[src/rtl/cc_pkg.sv]
package cc_pkg;

    // Control strobe positions; software writes these bits
    localparam int CTL_STOP  = 0;
    localparam int CTL_START = 1;
    localparam int CTL_OP    = 2;
    localparam int CTL_W     = 3;

    typedef enum logic [1:0] {
        CK_IDLE  = 2'd0,
        CK_RUN   = 2'd1,
        CK_DRAIN = 2'd2
    } ck_state_t;

endpackage

[src/rtl/cc_code_regs.sv]
module cc_code_regs #(
    parameter int CODE_W = 3
) (
    input  logic              clk,
    input  logic              rst_n,
    input  logic              div_wr,
    input  logic [CODE_W-1:0] div_code,
    input  logic              load,
    output logic [CODE_W-1:0] act_code
);

    logic [CODE_W-1:0] staged_code;

    // Staged code follows every write; the divider only sees it at a start
    always_ff @(posedge clk or negedge rst_n) begin
        if (!rst_n) begin
            staged_code <= '0;
            act_code    <= '0;
        end else begin
            if (div_wr) staged_code <= div_code;
            if (load)   act_code    <= staged_code;
        end
    end

endmodule

[src/rtl/cc_div.sv]
module cc_div #(
    parameter int CODE_W = 3
) (
    input  logic              clk,
    input  logic              rst_n,
    input  logic              restart,
    input  logic              run,
    input  logic [CODE_W-1:0] code,
    output logic              card_clk,
    output logic              phase_end
);

    localparam int MAX_SHIFT = (1 << CODE_W) - 1;
    localparam int CNT_W     = (MAX_SHIFT < 1) ? 1 : MAX_SHIFT;

    logic [CNT_W-1:0] cnt;
    logic [CNT_W-1:0] limit;

    // Last count of a phase: 2^code - 1
    assign limit     = ~({CNT_W{1'b1}} << code);
    assign phase_end = (cnt == limit);

    always_ff @(posedge clk or negedge rst_n) begin
        if (!rst_n) begin
            cnt      <= '0;
            card_clk <= 1'b0;
        end else if (restart) begin
            cnt      <= '0;
            card_clk <= 1'b0;
        end else if (run) begin
            if (phase_end) begin
                cnt      <= '0;
                card_clk <= ~card_clk;
            end else begin
                cnt <= cnt + 1'b1;
            end
        end
    end

endmodule

[src/rtl/cc_fsm.sv]
module cc_fsm
    import cc_pkg::*;
(
    input  logic              clk,
    input  logic              rst_n,
    input  logic              ctl_wr,
    input  logic [CTL_W-1:0]  ctl_bits,
    input  logic              card_clk,
    input  logic              phase_end,
    output logic              div_run,
    output logic              div_restart,
    output logic              accept,
    output logic              running,
    output logic              op_start
);

    ck_state_t state, state_nxt;
    logic      stop_req, start_req, op_req;
    logic      op_pend;

    assign stop_req  = ctl_wr & ctl_bits[CTL_STOP];
    assign start_req = ctl_wr & ctl_bits[CTL_START];
    assign op_req    = ctl_wr & ctl_bits[CTL_OP];

    // State register
    always_ff @(posedge clk or negedge rst_n) begin
        if (!rst_n) state <= CK_IDLE;
        else        state <= state_nxt;
    end

    // Next state and divider controls
    always_comb begin
        state_nxt   = state;
        div_run     = 1'b0;
        div_restart = 1'b0;
        accept      = 1'b0;
        unique case (state)
            CK_IDLE: begin
                if (start_req && !stop_req) begin
                    state_nxt   = CK_RUN;
                    div_restart = 1'b1;
                    accept      = 1'b1;
                end
            end
            CK_RUN: begin
                div_run = 1'b1;
                if (stop_req) begin
                    if (!card_clk) begin
                        state_nxt = CK_IDLE;
                        div_run   = 1'b0;
                    end else if (phase_end) begin
                        state_nxt = CK_IDLE;
                    end else begin
                        state_nxt = CK_DRAIN;
                    end
                end
            end
            CK_DRAIN: begin
                div_run = 1'b1;
                if (phase_end) state_nxt = CK_IDLE;
            end
            default: state_nxt = CK_IDLE;
        endcase
    end

    // Outputs
    always_ff @(posedge clk or negedge rst_n) begin
        if (!rst_n) begin
            op_pend  <= 1'b0;
            op_start <= 1'b0;
        end else begin
            op_pend  <= accept & op_req;
            op_start <= op_pend;
        end
    end

    assign running = (state != CK_IDLE);

endmodule

[src/rtl/card_clk_gen.sv]
module card_clk_gen
    import cc_pkg::*;
#(
    parameter int CODE_W = 3
) (
    input  logic              clk,
    input  logic              rst_n,
    input  logic              ctl_wr,
    input  logic [2:0]        ctl_bits,
    input  logic              div_wr,
    input  logic [CODE_W-1:0] div_code,
    output logic              card_clk,
    output logic              clk_running,
    output logic              op_start
);

    logic              div_run, div_restart, accept, phase_end;
    logic [CODE_W-1:0] act_code;

    cc_code_regs #(.CODE_W(CODE_W)) u_codes (
        .clk      (clk),
        .rst_n    (rst_n),
        .div_wr   (div_wr),
        .div_code (div_code),
        .load     (accept),
        .act_code (act_code)
    );

    cc_div #(.CODE_W(CODE_W)) u_div (
        .clk       (clk),
        .rst_n     (rst_n),
        .restart   (div_restart),
        .run       (div_run),
        .code      (act_code),
        .card_clk  (card_clk),
        .phase_end (phase_end)
    );

    cc_fsm u_fsm (
        .clk         (clk),
        .rst_n       (rst_n),
        .ctl_wr      (ctl_wr),
        .ctl_bits    (ctl_bits),
        .card_clk    (card_clk),
        .phase_end   (phase_end),
        .div_run     (div_run),
        .div_restart (div_restart),
        .accept      (accept),
        .running     (clk_running),
        .op_start    (op_start)
    );

endmodule

[config.mk]
export PLATFORM = sky130hd
export DESIGN_NAME = card_clk_gen
export DESIGN_NICKNAME = d
export VERILOG_FILES = /design/src/rtl/cc_pkg.sv /design/src/rtl/cc_code_regs.sv /design/src/rtl/cc_div.sv /design/src/rtl/cc_fsm.sv /design/src/rtl/card_clk_gen.sv
export SDC_FILE = /design/constraint.sdc
export NUM_CORES = 1
export LEC_CHECK = 0
export ABC_AREA = 1
export BUFFER_PORTS_ARGS = -buffer_cell sky130_fd_sc_hd__buf_4
export CELL_PAD_IN_SITES_DETAIL_PLACEMENT = 1
export CELL_PAD_IN_SITES_GLOBAL_PLACEMENT = 1
export CORE_MARGIN = 5
export CORE_UTILIZATION = 38
export CTS_CLUSTER_DIAMETER = 200
export DETAILED_ROUTE_END_ITERATION = 8
export MAX_ROUTING_LAYER = met4
export PLACE_DENSITY = 0.81
export SLEW_MARGIN = 30
export SYNTH_ARGS = -nofsm -noshare
export SYNTH_HDL_FRONTEND = slang
export SYNTH_SLANG_ARGS = --single-unit
[constraint.sdc]
create_clock -name clk -period 1.3 [get_ports clk]
set_input_delay 0.065 -clock clk [delete_from_list [all_inputs] [get_ports clk]]
set_output_delay 0.065 -clock clk [all_outputs]
set_load 0.05 [all_outputs]
# After elaboration in Yosys (flattened, before gate mapping)

Cells that the tools add are included.

Add/sub/neg operators: 1
Reductions and logical operators: 8
Equal/unequal tests: 6
Bitwise gates (word level): 6
Shift-type cells: 1
Mux-type cells: 17

Operators by type and width:

| operator                                                                 | count |
|---|---|
| 7-bit 2-to-1 mux                                                         | 3 |
| 2-bit 2-to-1 mux                                                         | 5 |
| 7-bit by 1-bit adder with 7-bit output (second input constant)           | 1 |
| 7-bit == test                                                            | 1 |
| 1-bit 2-to-1 mux                                                         | 7 |
| 7-bit inverter                                                           | 1 |
| 7-bit by 3-bit left shift with 7-bit output (first input constant)       | 1 |
| 2-bit one-hot mux with 3 select lines                                    | 1 |
| 2-bit nonzero test                                                       | 3 |
| 1-bit AND                                                                | 4 |
| 2-bit by 1-bit inequality test with 1-bit output (second input constant) | 2 |
| 3-bit AND reduction                                                      | 1 |
| 2-bit by 1-bit == test with 1-bit output (second input constant)         | 1 |
| 2-bit == test (second input constant)                                    | 1 |
| 2-bit logical NOT                                                        | 1 |
| 2-bit inequality test (second input constant)                            | 1 |
| 1-bit one-hot mux with 2 select lines                                    | 1 |
| 2-bit AND reduction                                                      | 1 |
| 1-bit logical AND                                                        | 1 |
| 1-bit logical NOT                                                        | 1 |
| 1-bit inverter                                                           | 1 |

Bits of input ports: 10
Logic and storage cells: 46
Bits in registers: 18

# Depth between registers and ports, before layout

Gate-level depths: netlist (run 1).

Depth after elaboration: 7
Gate-level depth with buffers: 12
Gate-level depth less buffers: 12

# Hierarchy

Synthesis (run 1) repeated with hierarchy kept, for this count alone.

Cells, all modules: 147
Area total of the unflattened synthesis: 1081.0 um2

Modules (own cells, without submodules):

| module       | times used | seq. area each (um2) | area an instance (um2) | cells an instance |
|---|---|---|---|---|
| cc_div       | 1          | 200.2                | 593.1                  | 88 |
| cc_fsm       | 1          | 100.1                | 262.8                  | 33 |
| cc_code_regs | 1          | 150.1                | 225.2                  | 26 |

# Worst setup path after synthesis (run 1)

Ideal clock, no wire load.

Path type: reg2reg
Start point: register u_fsm.state[0]
End point: register u_div.cnt[0]
Library setup time: 77 ps
Cell stages (with the launch flop): 11
Period minus slack after synthesis: 1716 ps
Required time: 1223 ps
Setup slack: -416 ps
Arrival: 1639 ps
Path buffers: 1
Cell sequence: dfrtp_1 inv_1 ha_1 inv_1 nor2_2 inv_2 nand2_4 buf_6 nand2_1 o21ai_0 a21oi_1

Word-level cells in the longest chain between the ends: 3

RTL lines:

| item                                                                             | line         | RTL |
|---|---|---|
| start: declaration                                                               | cc_fsm.sv:17 | `ck_state_t state, state_nxt;` |
| start signal: assignment                                                         | cc_fsm.sv:28 | `else state <= state_nxt;` |
| 2-bit == test, or another cell as far along                                      | cc_fsm.sv:37 | `unique case (state)` |
| 1-bit one-hot mux with 2 select lines / 1-bit 2-to-1 mux (equally long branches) | cc_fsm.sv:37 |  |
| 2-bit nonzero test (no source line) / 7-bit 2-to-1 mux (equally long branches)   | -            |  |
| end signal: assignment                                                           | cc_div.sv:35 | `cnt <= cnt + 1'b1;` |
| end: declaration                                                                 | cc_div.sv:16 | `logic [CNT_W-1:0] cnt;` |

Several ways; a longest one is shown, not always the timed one.
A chain may end at the register's enable or synchronous reset.

# Worst setup path after layout (run 1)

Start point: register u_codes.act_code[2]
End point: register u_div.card_clk

Word-level cells in the longest chain between the ends: 5

RTL lines:

| item                                        | line               | RTL |
|---|---|---|
| start: declaration                          | cc_code_regs.sv:9  | `output logic [CODE_W-1:0] act_code` |
| start signal: assignment                    | cc_code_regs.sv:21 | `if (load) act_code <= staged_code;` |
| 7-bit by 3-bit left shift with 7-bit output | cc_div.sv:20       | `assign limit = ~({CNT_W{1'b1}} << code);` |
| 7-bit inverter                              | cc_div.sv:20       |  |
| 7-bit == test                               | cc_div.sv:21       | `assign phase_end = (cnt == limit);` |
| 2-bit nonzero test (no source line)         | -                  |  |
| 2-bit AND reduction (no source line)        | -                  |  |
| end signal: assignment                      | cc_div.sv:33       | `card_clk <= ~card_clk;` |
| end: declaration                            | cc_div.sv:9        | `output logic card_clk,` |

Every way passes these cells.

==> impl_metrics.prom, run 1 <==
# TYPE chip_impl_metric gauge
chip_impl_metric{name="cp_data_required_time",unit="ns"} 1.51
chip_impl_info{name="crit_path_end_kind",value="flip-flop"} 1
chip_impl_metric{name="power_density_over_cell_area",unit="nW/um^2"} 2360
chip_impl_metric{name="drtPass1Iterations",unit=""} 4
chip_impl_metric{name="r2r_cells",unit=""} 10
chip_impl_metric{name="maxCapViolations",unit=""} 0
chip_impl_info{name="rsz0062_at_grt",value="yes"} 1
chip_impl_metric{name="route.detailed.vias_per_inst",unit=""} 5.47
chip_impl_metric{name="h-tree-depth",unit=""} 1
chip_impl_metric{name="die-width",unit="microns"} 65.0
chip_impl_metric{name="drt-initial-drc-count",unit=""} 83
chip_impl_metric{name="ys_seq_elements",unit=""} 18
chip_impl_metric{name="clock.fmax",unit="MHz"} 632
chip_impl_metric{name="area_share_of_the_largest_cell_type_after_synthesis",unit="%"} 39.2
chip_impl_info{name="mostFrequentLayoutCell",value="sky130_fd_sc_hd__nand2_1"} 1
chip_impl_metric{name="finalWeightedCongestion",unit=""} 0.944
chip_impl_metric{name="finalPower",unit="uW"} 4170
chip_impl_metric{name="first_global_vias",unit=""} 1376
chip_impl_metric{name="drt-wirelength-per-cell",unit="microns"} 20.1
chip_impl_metric{name="period_share",unit="%"} 122
chip_impl_metric{name="post_route_ant_nets",unit=""} 0
chip_impl_metric{name="antenna_found_initial",unit=""} 0
chip_impl_metric{name="pin_count_of_the_biggest_net_entering_global_routing",unit=""} 19
chip_impl_info{name="cp-start-kind",value="flip-flop"} 1
chip_impl_metric{name="slew_headroom",unit="%"} 80.1
chip_impl_metric{name="timing.final.hold_violations",unit=""} 0
chip_impl_metric{name="io_pins",unit=""} 13
chip_impl_metric{name="antenna-diode-count",unit=""} 0
chip_impl_metric{name="syn-cell-area",unit="sq um"} 1150
chip_impl_metric{name="final.setup_skew",unit="ns"} 0.00471
chip_impl_metric{name="critPathMaxFanout",unit=""} 7
chip_impl_metric{name="grtUsageTotal",unit="%"} 21.5
chip_impl_info{name="synth_largest_area_cell",value="sky130_fd_sc_hd__dfrtp_1"} 1
chip_impl_metric{name="clk-insertion-delay-late",unit="ns"} 0.31
chip_impl_metric{name="p_leak",unit="uW"} 0.000898
chip_impl_metric{name="cts_num_sinks",unit=""} 18
chip_impl_metric{name="drive_gt1_share",unit="%"} 47.5
chip_impl_metric{name="timing_max_transition_violations_final",unit=""} 0
chip_impl_metric{name="core-area",unit="sq um"} 2980
chip_impl_metric{name="routed_wirelength",unit="microns"} 4640
chip_impl_metric{name="post_synth_num_cell_types",unit=""} 25
chip_impl_metric{name="synth_enable_flop_cells",unit=""} 0
chip_impl_info{name="cts_root_buf",value="sky130_fd_sc_hd__clkbuf_4"} 1
chip_impl_metric{name="die_area",unit="sq um"} 4220
chip_impl_metric{name="grt_overflow",unit=""} 0
chip_impl_metric{name="std_cell_rows",unit=""} 20
chip_impl_info{name="postSynth.topFlopCell",value="sky130_fd_sc_hd__dfrtp_1"} 1
chip_impl_metric{name="initial_utilization",unit="%"} 38.6
chip_impl_metric{name="tritoncts.num_buffers",unit=""} 3
chip_impl_metric{name="layout_setup_ws",unit="ns"} -0.282
chip_impl_metric{name="post_synth_inst_count",unit=""} 147
chip_impl_metric{name="worst_hold_slack",unit="ns"} 0.0429
chip_impl_metric{name="final-setup-viol-count",unit=""} 15
chip_impl_info{name="hold_path_class",value="primary input to flip-flop"} 1
chip_impl_metric{name="synth_area_per_cell",unit="sq um"} 7.81
chip_impl_info{name="failed_checks",value="negative setup slack"} 1
chip_impl_metric{name="global_route_wire_length_before_repair",unit="microns"} 6740
chip_impl_metric{name="path_clk_slew",unit="ns"} 0.11
chip_impl_metric{name="total_vias_in_the_final_route",unit=""} 1263
chip_impl_metric{name="worst_ir_drop_vdd",unit="V"} 0.00122
chip_impl_info{name="outcome",value="finished, violations left"} 1
chip_impl_metric{name="port_buffers",unit=""} 12
chip_impl_info{name="netlist_top_cells_area",value="sky130_fd_sc_hd__dfrtp_1 (39%), sky130_fd_sc_hd__nand2_1 (15%), sky130_fd_sc_hd__inv_1 (6.5%)"} 1
chip_impl_metric{name="layout.filler_cells",unit=""} 347
chip_impl_metric{name="place.detailed.hpwl",unit="microns"} 2510
chip_impl_info{name="path_class",value="flip-flop to flip-flop"} 1
chip_impl_metric{name="ys_async_sr_fraction",unit="%"} 100
chip_impl_info{name="tritoncts",value="yes"} 1
chip_impl_metric{name="tightestPinTransition",unit="ns"} 0.298
chip_impl_info{name="layout_common_cells",value="sky130_fd_sc_hd__nand2_1 (34), sky130_fd_sc_hd__buf_4 (32), sky130_fd_sc_hd__inv_1 (15), sky130_fd_sc_hd__dfrtp_1 (15), sky130_fd_sc_hd__nand2_2 (12)"} 1
chip_impl_metric{name="synth_fp_nets",unit=""} 161
chip_impl_metric{name="synth_warnings",unit=""} 0
chip_impl_metric{name="final_nets",unit=""} 213
chip_impl_metric{name="drc_errors",unit=""} 0
chip_impl_metric{name="area_delta_synth_final",unit="%"} 54.0
chip_impl_metric{name="die_extent_in_y",unit="microns"} 65.0
chip_impl_metric{name="final.min_clock_period",unit="ns"} 1.58
chip_impl_metric{name="yosysSeqAreaShare",unit="%"} 39.2
chip_impl_metric{name="critical_path_arrival",unit="ns"} 1.79
chip_impl_metric{name="hold-path-cell-count",unit=""} 2
chip_impl_metric{name="ctsLongestPathBuffers",unit=""} 2
==> logic make-up (layout without fill, tap and decap cells) <==
logic type	count (synthesis)	in the layout	share of synthesized area [%]
buffers and inverters	25	75	10.1
multiplexers	1	1	0.980
AND/OR/NAND/NOR	80	81	35.7
XOR/XNOR	2	2	1.53
AO/OA/AOI/OAI	17	17	8.06
flip-flops	18	18	39.2
adder cells (fa/ha/maj)	4	4	4.36
==> layer usage <==
metal	track usage, %	share of wire [%]	wire length (microns)	up-vias
li1	-	-	-	572
met1	23.0	39	1820	620
met2	41.0	52	2420	49
met3	1.04	3.7	171	22
met4	8.97	4.8	223	0
met5	-	0	0	-
==> worst paths after layout <==
kind,start,slack [ns],endpoint
min in group asynchronous,rst_n,0.16,u_div.cnt[6]
worst max-delay path,u_codes.act_code[2],-0.28,u_div.card_clk
worst min register to register,u_fsm.op_pend,0.37,u_fsm.op_start
worst min-delay path,div_wr,0.04,u_codes.staged_code[2]
worst max register to register,u_codes.act_code[2],-0.28,u_div.card_clk
max in group asynchronous,rst_n,0.93,u_codes.act_code[1]
==> flip-flops by register name, summed over array words and instances (netlist names) <==
signal,cells
u_fsm.op_start,1
u_fsm.state,2
u_div.card_clk,1
u_codes.staged_code,3
u_div.cnt,7
u_fsm.op_pend,1
u_codes.act_code,3
==> layout make-up <==
cell class	count	area (sq um)	area share, %
clock buffer	4	36.3	2.05
inverter	22	91.3	5.16
multi-input combinational	105	719	40.7
sequential	18	454	25.7
tap	33	41.3	2.33
timing repair buffer	49	427	24.1
==> power breakdown <==
group / leakage, uW / switching [uW] / internal, uW
registers: 0.000227 / 332 / 732
logic: 0.000651 / 1510 / 1240
clock network: 0.0000210 / 191 / 171
==> cell usage after synthesis (2+ instances only) <==
| cell type | count |
|---|---|
| sky130_fd_sc_hd__nand2_1 | 45 |
| sky130_fd_sc_hd__dfrtp_1 | 18 |
| sky130_fd_sc_hd__inv_1 | 20 |
| sky130_fd_sc_hd__nand3_1 | 13 |
| sky130_fd_sc_hd__a21oi_1 | 4 |
| sky130_fd_sc_hd__a21boi_0 | 2 |
| sky130_fd_sc_hd__nand2_2 | 5 |
| sky130_fd_sc_hd__nor2_1 | 2 |
| sky130_fd_sc_hd__o21ai_1 | 2 |
| sky130_fd_sc_hd__inv_2 | 2 |
| sky130_fd_sc_hd__buf_6 | 3 |
| sky130_fd_sc_hd__nor2_2 | 3 |
| sky130_fd_sc_hd__nand2_4 | 2 |
| sky130_fd_sc_hd__nand4_1 | 5 |
| sky130_fd_sc_hd__xor2_1 | 2 |
| sky130_fd_sc_hd__ha_1 | 4 |
| sky130_fd_sc_hd__o21ai_0 | 7 |
==> timing repair <==
item / 4_1_cts / 5_1_grt
hold buffers: 6 / 1
pin swaps: 12 / 8
endpoints found under the hold margin: 21 / 1
setup buffers: 10 / 3
gates cloned: 1 / 0
endpoints found under the setup margin: 15 / 16
resized for setup: 29 / 27
==> through the flow <==
| step | util (%) | std cells | setup TNS, ns | worst slack [ns] | instance area (sq um) |
|---|---|---|---|---|---|
| floorplan | - | 147 | -3.20 | -0.379 | 1160 |
| global placement | 46.6 | 206 | -2.05 | -0.281 | 1390 |
| detailed placement | 46.6 | 206 | -2.65 | -0.348 | 1390 |
| CTS | 55.2 | 227 | -1.99 | -0.213 | 1640 |
| global route | 59.4 | 231 | -4.28 | -0.385 | 1770 |
| finish | 59.4 | 231 | -2.99 | -0.282 | 1770 |
==> worst max-delay path, stage by stage (launching register included) <==
cell                      delay [ns]
sky130_fd_sc_hd__dfrtp_2        0.51
sky130_fd_sc_hd__buf_6          0.16
sky130_fd_sc_hd__nand3_2        0.08
sky130_fd_sc_hd__nand2_2        0.09
sky130_fd_sc_hd__nand3_2        0.08
sky130_fd_sc_hd__nor2_4         0.12
sky130_fd_sc_hd__nand3_4        0.12
sky130_fd_sc_hd__nand2_4        0.15
sky130_fd_sc_hd__nand2_4        0.06
sky130_fd_sc_hd__nand2_2        0.05
sky130_fd_sc_hd__nand2_1        0.06
No activity file was read; power rests on OpenSTA's default activity.
==> run 2: changes to the inputs <==
- ABC_AREA: 1 -> 0
- CORE_UTILIZATION: 38 -> 39
- PLACE_DENSITY: 0.81 -> 0.8
==> run 2 against run 1 <==
  * The flow still finishes with violations (negative setup slack)
  * Maximum frequency is 20% lower
  * First-iteration DRC count is 75% lower
  * Global-route usage rose by 1.4 points
  * Register-to-register slack got worse by 0.39 ns
  * Critical path type unchanged
==> impl_metrics.prom, run 2 <==
# TYPE chip_impl_metric gauge
chip_impl_metric{name="timing.final.hold_violations",unit=""} 0
chip_impl_info{name="ff_to_ff_end",value="u_fsm.state[0]"} 1
chip_impl_info{name="post-synth-top-count-cell",value="sky130_fd_sc_hd__dfrtp_1"} 1
chip_impl_metric{name="synth_area_per_cell",unit="sq um"} 9.50
chip_impl_metric{name="area_share_of_the_largest_cell_type_after_synthesis",unit="%"} 40.9
chip_impl_info{name="path_class",value="flip-flop to flip-flop"} 1
chip_impl_metric{name="std_cell_rows",unit=""} 19
chip_impl_metric{name="dpl-instance-area",unit="sq um"} 1440
chip_impl_metric{name="hold-path-cell-count",unit=""} 2
chip_impl_metric{name="r2r_cells",unit=""} 6
chip_impl_metric{name="drc_errors",unit=""} 0
chip_impl_metric{name="global_route_wire_length_before_repair",unit="microns"} 6980
chip_impl_metric{name="tritoncts.num_buffers",unit=""} 3
chip_impl_metric{name="post_synth_inst_count",unit=""} 116
chip_impl_metric{name="final.min_clock_period",unit="ns"} 1.97
chip_impl_info{name="crit_path_top_delay_cell",value="sky130_fd_sc_hd__or4_4"} 1
chip_impl_metric{name="final_nets",unit=""} 188
chip_impl_metric{name="h-tree-depth",unit=""} 1
chip_impl_metric{name="total_vias_in_the_final_route",unit=""} 1180
chip_impl_metric{name="ctsLongestPathBuffers",unit=""} 2
chip_impl_metric{name="clk-insertion-delay-late",unit="ns"} 0.31
chip_impl_metric{name="port_buffers",unit=""} 12
chip_impl_info{name="postSynth.topFlopCell",value="sky130_fd_sc_hd__dfrtp_1"} 1
chip_impl_metric{name="layout_setup_ws",unit="ns"} -0.667
chip_impl_metric{name="layout.filler_cells",unit=""} 292
chip_impl_metric{name="post_synth_num_cell_types",unit=""} 38
chip_impl_metric{name="post_route_ant_nets",unit=""} 0
chip_impl_metric{name="cts_num_sinks",unit=""} 18
chip_impl_info{name="cp-start-kind",value="flip-flop"} 1
chip_impl_metric{name="period_share",unit="%"} 151
chip_impl_metric{name="die-width",unit="microns"} 63.2
chip_impl_metric{name="pin_count_of_the_biggest_net_entering_global_routing",unit=""} 19
chip_impl_info{name="worstHoldEndpoint",value="u_codes.staged_code[0]"} 1
chip_impl_info{name="crit_path_end_kind",value="flip-flop"} 1
chip_impl_metric{name="drive_gt1_share",unit="%"} 55.8
chip_impl_metric{name="route.detailed.vias_per_inst",unit=""} 5.81
chip_impl_metric{name="max_incr_delay_on_cp",unit="ns"} 0.49
chip_impl_metric{name="tightestPinTransition",unit="ns"} 0.502
chip_impl_metric{name="rrSetupSlack",unit="ns"} -0.67
chip_impl_metric{name="clock.fmax",unit="MHz"} 508
chip_impl_metric{name="global_route.usage.met3",unit="%"} 4.09
chip_impl_metric{name="synth_warnings",unit=""} 0
chip_impl_metric{name="yosysSeqAreaShare",unit="%"} 40.9
chip_impl_info{name="layout_top_registers",value="u_div.cnt (7), u_codes.act_code (3), u_codes.staged_code (3)"} 1
chip_impl_info{name="worst_r2r_startpoint",value="u_codes.act_code[0]"} 1
chip_impl_metric{name="worst_ir_drop_vdd",unit="V"} 0.00127
chip_impl_info{name="failed_checks",value="negative setup slack"} 1
chip_impl_metric{name="core-area",unit="sq um"} 2730
chip_impl_metric{name="path_clk_slew",unit="ns"} 0.12
chip_impl_metric{name="grtUsageTotal",unit="%"} 23.0
chip_impl_info{name="layout_common_cells",value="sky130_fd_sc_hd__buf_4 (46), sky130_fd_sc_hd__dfrtp_1 (14), sky130_fd_sc_hd__nand2_1 (8)"} 1
chip_impl_metric{name="largest_register_ff_count",unit=""} 7
chip_impl_metric{name="final-setup-viol-count",unit=""} 14
chip_impl_metric{name="synth_enable_flop_cells",unit=""} 0
chip_impl_metric{name="ys_seq_elements",unit=""} 18
chip_impl_info{name="mostFrequentLayoutCell",value="sky130_fd_sc_hd__buf_4"} 1
chip_impl_info{name="largest-register",value="u_div.cnt"} 1
chip_impl_info{name="hold_path_class",value="primary input to flip-flop"} 1
chip_impl_metric{name="finalWeightedCongestion",unit=""} 0.781
chip_impl_metric{name="final.setup_skew",unit="ns"} 0.00414
chip_impl_metric{name="drt-wirelength-per-cell",unit="microns"} 20.2
chip_impl_metric{name="layout.cell_area.non_filler",unit="sq um"} 1790
chip_impl_metric{name="grt_overflow",unit=""} 0
chip_impl_metric{name="die_extent_in_y",unit="microns"} 63.2
chip_impl_metric{name="cp_data_required_time",unit="ns"} 1.55
chip_impl_info{name="crit_chain",value="buf_4 > or4b_1 > nand4_1 > a21oi_4 > or4_4 > nand3_2"} 1
chip_impl_metric{name="initial_utilization",unit="%"} 40.3
chip_impl_metric{name="groute.layer.met1.usage",unit="%"} 23.9
chip_impl_metric{name="syn-cell-area",unit="sq um"} 1100
chip_impl_metric{name="area_delta_synth_final",unit="%"} 62.0
chip_impl_metric{name="routed_wirelength",unit="microns"} 4090
chip_impl_metric{name="critical_path_arrival",unit="ns"} 2.22
chip_impl_metric{name="place.detailed.hpwl",unit="microns"} 2570
chip_impl_info{name="synth_largest_area_cell",value="sky130_fd_sc_hd__dfrtp_1"} 1
chip_impl_metric{name="p_leak",unit="uW"} 0.000809
chip_impl_info{name="hold_path_startpoint",value="div_wr"} 1
chip_impl_info{name="tritoncts",value="yes"} 1
chip_impl_metric{name="drtPass1Iterations",unit=""} 4
chip_impl_metric{name="critPathMaxFanout",unit=""} 5
chip_impl_metric{name="io_pins",unit=""} 13
chip_impl_info{name="outcome",value="finished, violations left"} 1
chip_impl_metric{name="die_area",unit="sq um"} 3990
chip_impl_info{name="rsz0062_at_grt",value="yes"} 1
chip_impl_info{name="netlist_top_cells_area",value="sky130_fd_sc_hd__dfrtp_1 (41%), sky130_fd_sc_hd__mux2_2 (7.2%), sky130_fd_sc_hd__ha_1 (4.5%)"} 1
chip_impl_metric{name="grtUsageMet2",unit="%"} 39.9
chip_impl_metric{name="maxCapViolations",unit=""} 0
chip_impl_metric{name="first_global_vias",unit=""} 1387
chip_impl_info{name="synth_top_cells_by_count",value="sky130_fd_sc_hd__dfrtp_1 (18), sky130_fd_sc_hd__o21ai_0 (10), sky130_fd_sc_hd__nand2_1 (9), sky130_fd_sc_hd__mux2_2 (7), sky130_fd_sc_hd__nand3_1 (7)"} 1
chip_impl_metric{name="timing_max_transition_violations_final",unit=""} 0
chip_impl_metric{name="power_density_over_cell_area",unit="nW/um^2"} 1690
chip_impl_metric{name="antenna_found_initial",unit=""} 0
chip_impl_info{name="cts_root_buf",value="sky130_fd_sc_hd__clkbuf_4"} 1
chip_impl_metric{name="post-place-ws",unit="ns"} -0.741
chip_impl_metric{name="slew_headroom",unit="%"} 66.2
chip_impl_metric{name="ys_async_sr_fraction",unit="%"} 100
chip_impl_metric{name="synth_fp_nets",unit=""} 130
chip_impl_metric{name="antenna-diode-count",unit=""} 0
chip_impl_metric{name="drt-initial-drc-count",unit=""} 21
chip_impl_info{name="grt_busiest_layer",value="met2"} 1
-- run 2: cell count changes in the layout (fill, tap and decap cells not counted), moves of 4 or more --
cell,previous run,this run
sky130_fd_sc_hd__o21ai_0,1,6
sky130_fd_sc_hd__o21ai_1,6,2
sky130_fd_sc_hd__inv_1,15,1
sky130_fd_sc_hd__nand4_1,5,1
sky130_fd_sc_hd__nand2_1,34,8
sky130_fd_sc_hd__nand3_1,10,6
sky130_fd_sc_hd__and3_1,0,5
sky130_fd_sc_hd__buf_4,32,46
sky130_fd_sc_hd__nand2_4,6,0
sky130_fd_sc_hd__buf_6,9,5
sky130_fd_sc_hd__nand2_2,12,0
-- run 2: power breakdown --
group          switching, uW  total [uW]  internal [uW]
Clock                    199         307            108
Combinational            868        1860            992
Sequential               176         856            680
Total                   1240        3020           1780
-- run 2: how the worst max path moves through the flow --
stage / from / end / slack (ns)
3_5_place_dp: u_codes.act_code[2] / u_div.card_clk / -0.74
3_3_place_gp: u_codes.act_code[1] / u_div.card_clk / -0.66
6_report: u_codes.act_code[0] / u_fsm.state[0] / -0.67
2_1_floorplan: u_codes.act_code[2] / u_div.card_clk / -0.59
4_1_cts: u_codes.act_code[0] / u_div.card_clk / -0.62
5_1_grt: u_codes.act_code[2] / u_div.card_clk / -0.74
-- run 2: routing by layer --
metal | up-vias | wire (microns)
met2 | 20 | 2170
met1 | 596 | 1650
met4 | 0 | 153
met5 | - | 0
met3 | 14 | 116
li1 | 550 | -
-- run 2: cell type report --
cell class | instances | area, sq um | area share [%]
Clock buffer | 3 | 22.5 | 1.26
Timing Repair Buffer | 59 | 492 | 27.5
Sequential cell | 18 | 455 | 25.5
Multi-Input combinational cell | 89 | 762 | 42.7
Tap cell | 31 | 38.8 | 2.17
Inverter | 3 | 15.0 | 0.841
-- run 2: per-stage QoR --
step | hold WS (ns) | TNS (ns) | power, uW | utilization [%] | std cells
floorplan | -0.231 | -5.01 | 1610 | - | 116
global placement | -0.0494 | -6.12 | 2000 | 52.7 | 179
detailed placement | -0.0429 | -7.18 | 2100 | 52.7 | 179
CTS | 0.0164 | -6.37 | 2740 | 60.1 | 196
global route | 0.0235 | -8.03 | 3200 | 65.3 | 203
finish | 0.0227 | -7.05 | 3020 | 65.3 | 203
-- run 2: logic make-up after synthesis --
family | Yosys count | synth area share [%]
xor gates and xnor gates | 2 | 1.59
DFF | 18 | 40.9
adders and majority gates | 4 | 4.54
buffers and inverters | 9 | 4.54
and+or+nand+nor | 50 | 27.1
AOI/OAI and AO/OA | 26 | 14.2
muxes | 7 | 7.15
-- run 2: timing repair --
item,4_1_cts,5_1_grt
hold buffers,5,0
buffers inserted,9,8
gates resized for setup,22,19
pin swaps,11,6
hold endpoints to repair,22,0
endpoints found under the setup margin,14,14
-- run 2: worst max-delay path, delay by kind of cell, from the launching register on --
family                 cells  cell delay, ns
AND/OR/NAND/NOR            4            1.19
flip-flops                 1            0.46
buffers and inverters      1            0.16
AO/OA/AOI/OAI              1            0.09
